<file path="src/rtl/tmr_pkg.sv">
`timescale 1ns/1ps
package tmr_pkg;
  typedef enum logic {PS_ON_COUNTER = 1'b0, PS_ON_WDOG = 1'b1} ps_owner_e;
  typedef enum logic {EDGE_RISE = 1'b0, EDGE_FALL = 1'b1} edge_sel_e;
endpackage

</file>
<file path="src/rtl/tmr_pin_edge.sv">
`timescale 1ns/1ps
module tmr_pin_edge
  import tmr_pkg::*;
(
  input  logic      clk,
  input  logic      rst_n,
  input  logic      pin,
  input  edge_sel_e edge_sel,
  output logic      evt
);
  logic meta_q, sync_q, prev_q;

  always_ff @(posedge clk or negedge rst_n) begin
    if (!rst_n) begin
      meta_q <= 1'b0;
      sync_q <= 1'b0;
      prev_q <= 1'b0;
    end else begin
      meta_q <= pin;
      sync_q <= meta_q;
      prev_q <= sync_q;
    end
  end

  always_comb begin
    if (edge_sel == EDGE_FALL) evt = prev_q & ~sync_q;
    else                       evt = sync_q & ~prev_q;
  end

  AST_EDGE_SINGLE: assert property (@(posedge clk) disable iff (!rst_n)
    evt |=> !evt);
endmodule

</file>
<file path="src/rtl/tmr_prescaler.sv">
`timescale 1ns/1ps
module tmr_prescaler #(
  parameter int PS_W  = 8,
  parameter int SH_W  = 4
) (
  input  logic            clk,
  input  logic            rst_n,
  input  logic            clr,
  input  logic            evt,
  input  logic [SH_W-1:0] shift,
  output logic            pulse
);
  logic [PS_W-1:0] ps_q, ps_d, mask;

  always_comb begin
    mask  = ~({PS_W{1'b1}} << shift);
    pulse = evt & ~clr & ((ps_q & mask) == mask);
    if (clr)      ps_d = '0;
    else if (evt) ps_d = ps_q + 1'b1;
    else          ps_d = ps_q;
  end

  always_ff @(posedge clk or negedge rst_n) begin
    if (!rst_n) ps_q <= '0;
    else        ps_q <= ps_d;
  end

  AST_PS_CLEARED: assert property (@(posedge clk) disable iff (!rst_n)
    clr |=> (ps_q == '0));
  AST_PS_HOLD: assert property (@(posedge clk) disable iff (!rst_n)
    (!clr && !evt) |=> $stable(ps_q));
endmodule

</file>
<file path="src/rtl/tmr_count8.sv">
`timescale 1ns/1ps
module tmr_count8 #(
  parameter int W = 8
) (
  input  logic         clk,
  input  logic         rst_n,
  input  logic         inc,
  input  logic         wr_en,
  input  logic [W-1:0] wr_data,
  input  logic         flag_clr,
  output logic [W-1:0] count,
  output logic         ovf_flag
);
  localparam logic [W-1:0] TOP = {W{1'b1}};
  logic [W-1:0] cnt_d;
  logic         flag_d, wrap;

  always_comb begin
    wrap = inc & ~wr_en & (count == TOP);
    if (wr_en)    cnt_d = wr_data;
    else if (inc) cnt_d = count + 1'b1;
    else          cnt_d = count;
    if (wrap)          flag_d = 1'b1;
    else if (flag_clr) flag_d = 1'b0;
    else               flag_d = ovf_flag;
  end

  always_ff @(posedge clk or negedge rst_n) begin
    if (!rst_n) begin
      count    <= '0;
      ovf_flag <= 1'b0;
    end else begin
      count    <= cnt_d;
      ovf_flag <= flag_d;
    end
  end

  AST_WRITE_LOADS: assert property (@(posedge clk) disable iff (!rst_n)
    wr_en |=> (count == $past(wr_data)));
  AST_WRAP_FLAG: assert property (@(posedge clk) disable iff (!rst_n)
    (inc && !wr_en && count == TOP) |=> (ovf_flag && count == '0));
  AST_FLAG_STICKY: assert property (@(posedge clk) disable iff (!rst_n)
    (ovf_flag && !flag_clr) |=> ovf_flag);
endmodule

</file>
<file path="src/rtl/tmr_shared_prescale.sv">
`timescale 1ns/1ps
module tmr_shared_prescale
  import tmr_pkg::*;
#(
  parameter int CNT_W  = 8,
  parameter int RATE_W = 3
) (
  input  logic              clk,
  input  logic              rst_n,
  input  logic              cyc_en,
  input  logic              ext_pin,
  input  logic              wdt_base,
  input  logic              src_ext,
  input  logic              edge_fall,
  input  logic              ps_to_wdt,
  input  logic [RATE_W-1:0] rate,
  input  logic              wr_en,
  input  logic [CNT_W-1:0]  wr_data,
  input  logic              flag_clr,
  input  logic              irq_en,
  input  logic              gie,
  output logic [CNT_W-1:0]  count_q,
  output logic              ovf_flag,
  output logic              irq,
  output logic              wdt_tick
);
  localparam int PS_W = 2 ** RATE_W;
  localparam int SH_W = RATE_W + 1;

  logic rst_meta, rst_core;
  always_ff @(posedge clk or negedge rst_n) begin
    if (!rst_n) begin
      rst_meta <= 1'b0;
      rst_core <= 1'b0;
    end else begin
      rst_meta <= 1'b1;
      rst_core <= rst_meta;
    end
  end

  ps_owner_e owner;
  edge_sel_e edge_sel;
  logic pin_evt, src_evt, ps_evt, ps_pulse, cnt_inc, tick_d;
  logic [SH_W-1:0] shift;

  always_comb begin
    owner    = ps_owner_e'(ps_to_wdt);
    edge_sel = edge_sel_e'(edge_fall);
    src_evt  = src_ext ? pin_evt : cyc_en;
    if (owner == PS_ON_WDOG) begin
      shift   = {1'b0, rate};
      ps_evt  = wdt_base;
      cnt_inc = src_evt;
      tick_d  = ps_pulse;
    end else begin
      shift   = {1'b0, rate} + 1'b1;
      ps_evt  = src_evt;
      cnt_inc = ps_pulse;
      tick_d  = wdt_base;
    end
    irq = ovf_flag & irq_en & gie;
  end

  tmr_pin_edge u_edge (
    .clk(clk), .rst_n(rst_core), .pin(ext_pin), .edge_sel(edge_sel), .evt(pin_evt)
  );

  tmr_prescaler #(.PS_W(PS_W), .SH_W(SH_W)) u_ps (
    .clk(clk), .rst_n(rst_core), .clr(wr_en), .evt(ps_evt), .shift(shift), .pulse(ps_pulse)
  );

  tmr_count8 #(.W(CNT_W)) u_cnt (
    .clk(clk), .rst_n(rst_core), .inc(cnt_inc), .wr_en(wr_en), .wr_data(wr_data),
    .flag_clr(flag_clr), .count(count_q), .ovf_flag(ovf_flag)
  );

  always_ff @(posedge clk or negedge rst_core) begin
    if (!rst_core) wdt_tick <= 1'b0;
    else           wdt_tick <= tick_d;
  end

  AST_IDLE_HOLDS: assert property (@(posedge clk) disable iff (!rst_core)
    (!src_ext && !cyc_en && !wr_en) |=> $stable(count_q));
  AST_TICK_PASS: assert property (@(posedge clk) disable iff (!rst_core)
    (!ps_to_wdt && wdt_base) |=> wdt_tick);
  AST_IRQ_NEEDS_FLAG: assert property (@(posedge clk) disable iff (!rst_core)
    irq |-> (ovf_flag && gie && irq_en));
endmodule

</file>
<file path="config.mk">
export PLATFORM = sky130hd
export DESIGN_NAME = tmr_shared_prescale
export DESIGN_NICKNAME = d
export VERILOG_FILES = /design/src/rtl/tmr_pkg.sv /design/src/rtl/tmr_pin_edge.sv /design/src/rtl/tmr_prescaler.sv /design/src/rtl/tmr_count8.sv /design/src/rtl/tmr_shared_prescale.sv
export SDC_FILE = /design/constraint.sdc
export NUM_CORES = 1
export LEC_CHECK = 0
export ABC_AREA = 1
export CORE_MARGIN = 4
export CORE_UTILIZATION = 45
export DETAILED_ROUTE_END_ITERATION = 16
export PLACE_DENSITY_LB_ADDON = 0.25
export SYNTH_ARGS = -nofsm -noshare
export SYNTH_HDL_FRONTEND = slang
export SYNTH_SLANG_ARGS = --single-unit
</file>
<file path="constraint.sdc">
create_clock -name clk -period 0.95 [get_ports clk]
set_input_delay 0.285 -clock clk [delete_from_list [all_inputs] [get_ports clk]]
set_output_delay 0.285 -clock clk [all_outputs]
set_load 0.01 [all_outputs]
</file>
==> reports/qor.yml <==
num_rows: 19
slew_violations: 0
final_cell_mix: "nand2_1 (54), buf_4 (36), dfrtp_1 (23)"
critPathLaunchType: "input port"
nFillCells: 170
hold-worst-slack_ns: 0.102
via_count: 1614
port_buffers: 33
p_leak_nw: 1.13
crit_chain: "clkdlybuf4s15_2, ha_4, nand2_2, nand2_2, nand2_1, nand2_1, nand2_1, nand2_1, nand2_2, nand4_4, nand3_4, nand2_1, nand2_1"
p_per_area_nw_per_um2: 1140
yosys_warnings: 0
path_buf_inv: 1
vdd_drop_max_mv: 1.03
min_period_ns: 1.54
pin_count: 34
avgRoutedWirePerCell_um: 14.4
fin_area_sq_um: 2310
postRouteAntennaNets: 0
drv_cap: 0
setup_viol: 29
clock-sinks: 23
numCtsBuffers: 3
synthTopCellsByArea: "dfrtp_1 (41%), nand2_1 (16%), nand3_1 (4.6%)"
grt_pass1_vias: 1586
finalWorstSetupSlack_ns: -0.594
status: "finished, violations left"
path_delay_family: "simple AND/OR/NAND/NOR gates"
crit_path_max_fanout: 8
dr.first_iter.drc_count: 109
final.setup.tns_ns: -11.84
endpoint_kind: "flop"
violations: "negative setup slack"
postCtsHoldBufs: 0
dp.cells: 277
timing.fmax_ghz: 0.648
slowest_stage: "ha_4"
cts_max_level: 1
gp_congestion: 0.904
syn-cell-area_sq_um: 1400
hpwl_um: 2830
place_ws_ns: -1.21
placed_area_sq_um: 2070
synthCells: 184
grt_pass1_wl_um: 6960
arrival_ns: 1.77
avgSynthCellArea_sq_um: 7.61
cts-root-buf: "clkbuf_4"
rsz0062_at_grt: "true"
die_area_sq_um: 4070
grt-ovfl-total: 0
coreArea_sq_um: 2850
grt_max_degree: 18
drt_wl_total_um: 4260
crit_required_ns: 1.17
grt_usage: 0.211
cts_buffer_depth: 2
die_width_um: 63.8
clk_pin_slew_ns: 0.13
finalNonFillerCells: 295
initial_core_util: 0.491
antenna_found_initial: 0
clk_latency_ns: 0.32
post-route-period-util: 1.63
worst_path_largest_cell_delay_ns: 0.27
drive_gt1_frac: 0.367
diodes: 0
multi_input_area_sq_um: 890
path_class: "input port to flop"
viasPerCell: 5.47
cts_tree: "done"
finalHoldViolCount: 0
fp.dieH_um: 63.8
synth_cell_type_count: 31
areaGrowthSynthToFinish_pct: 64.8
firstDrtPassIters: 4
cp_common_cell: "nand2_1"
hold_path.class: "input port to async pin"
seqCellArea_sq_um: 576
yosys_register_bits: 23
mostFrequentLayoutCell: "nand2_1"
synth_area_leader_cell: "dfrtp_1"
drc: 0
skew_ns: 0.00322
yosysSeqAreaShare: 0.411
yosys.area.top_type_share: 0.411
final_nets: 291
syn-num-nets: 210
==> final timing paths <==
path	start	to	slack (ns)	cells past startpoint
max	rate[1]	u_cnt.count[3]	-0.59	13
min	rst_n	rst_meta	0.10	1
max reg2reg	u_edge.prev_q	u_cnt.count[1]	-0.57	9
min reg2reg	rst_core	u_edge.sync_q	0.10	0
max in group asynchronous	rst_core	u_ps.ps_q[4]	0.48	1
min in group clk	u_edge.meta_q	u_edge.sync_q	0.37	0
==> area by class of cell <==
cell class / instances / share of cell area
clock buffers: 4 / 0.0114
inverters: 18 / 0.0304
multi-input cells: 140 / 0.386
repair buffers: 79 / 0.306
flip-flops and latches: 23 / 0.249
well taps: 31 / 0.0168
==> sequential cells by signal, summed over array words and instances, names as in the netlist <==
name            flops
u_cnt.count         8
wdt_tick            1
u_edge.meta_q       1
rst_core            1
u_cnt.ovf_flag      1
u_edge.prev_q       1
u_ps.ps_q           8
rst_meta            1
u_edge.sync_q       1
==> synthesized netlist by cell type <==
library cell   n
ha_1           3
a22o_1         1
inv_1         16
nor3b_1        1
nand3b_1       1
nand4_4        1
a31oi_1        1
nor3_1         1
clkinv_1       1
or2_2          1
nand3_4        1
o21ai_1        3
dfrtp_1       23
xnor2_1        2
nor2_1         9
clkbuf_1       3
o31ai_1        1
nand3_2        2
nand2_1       60
o21ai_0       11
nand3_1       13
nand4_1       10
inv_4          1
conb_1         1
nand2_2        4
nor2_4         1
a21oi_1        4
a21oi_2        1
buf_2          1
xor2_1         5
and3_1         1
==> metal layers <==
layer | GRT usage | share of wire | up-vias
met1 | 0.249 | 0.38 | 780
met3 | 0.0385 | 0.044 | 7
met2 | 0.390 | 0.56 | 56
met4 | 0.0566 | 0.010 | 0
met5 | 0 | 0 | -
li1 | - | - | 771
==> report_power, final <==
group	total [mW]	switching [mW]	internal (mW)	leakage [nW]
Sequential	1.12	0.0619	1.06	0.295
Clock	0.474	0.310	0.165	0.0150
Combinational	1.03	0.492	0.542	0.824
==> logic make-up (layout without fill, tap and decap cells) <==
family	Yosys count	in the layout	share of synthesized area
AOI/OAI and AO/OA	22	22	0.0867
xor gates and xnor gates	7	7	0.0438
adders and majority gates	3	3	0.0268
buffers and inverters	22	101	0.0617
DFF	23	23	0.411
other	1	1	0.00268
and+or+nand+nor	106	107	0.367
==> per-stage QoR <==
stage           util  power [mW]
3_3_place_gp   0.727        1.93
4_1_cts        0.771        2.51
6_report       0.809        2.63
3_5_place_dp   0.727        1.96
2_1_floorplan      -        1.51
5_1_grt        0.809        2.77
==> repair_timing <==
item	CTS	global route
gates resized for setup	77	19
setup endpoints to repair	29	29
pin swaps	14	9
cloned	1	0
setup buffers	9	5
Note: power is estimated with default switching activity, not from simulation.
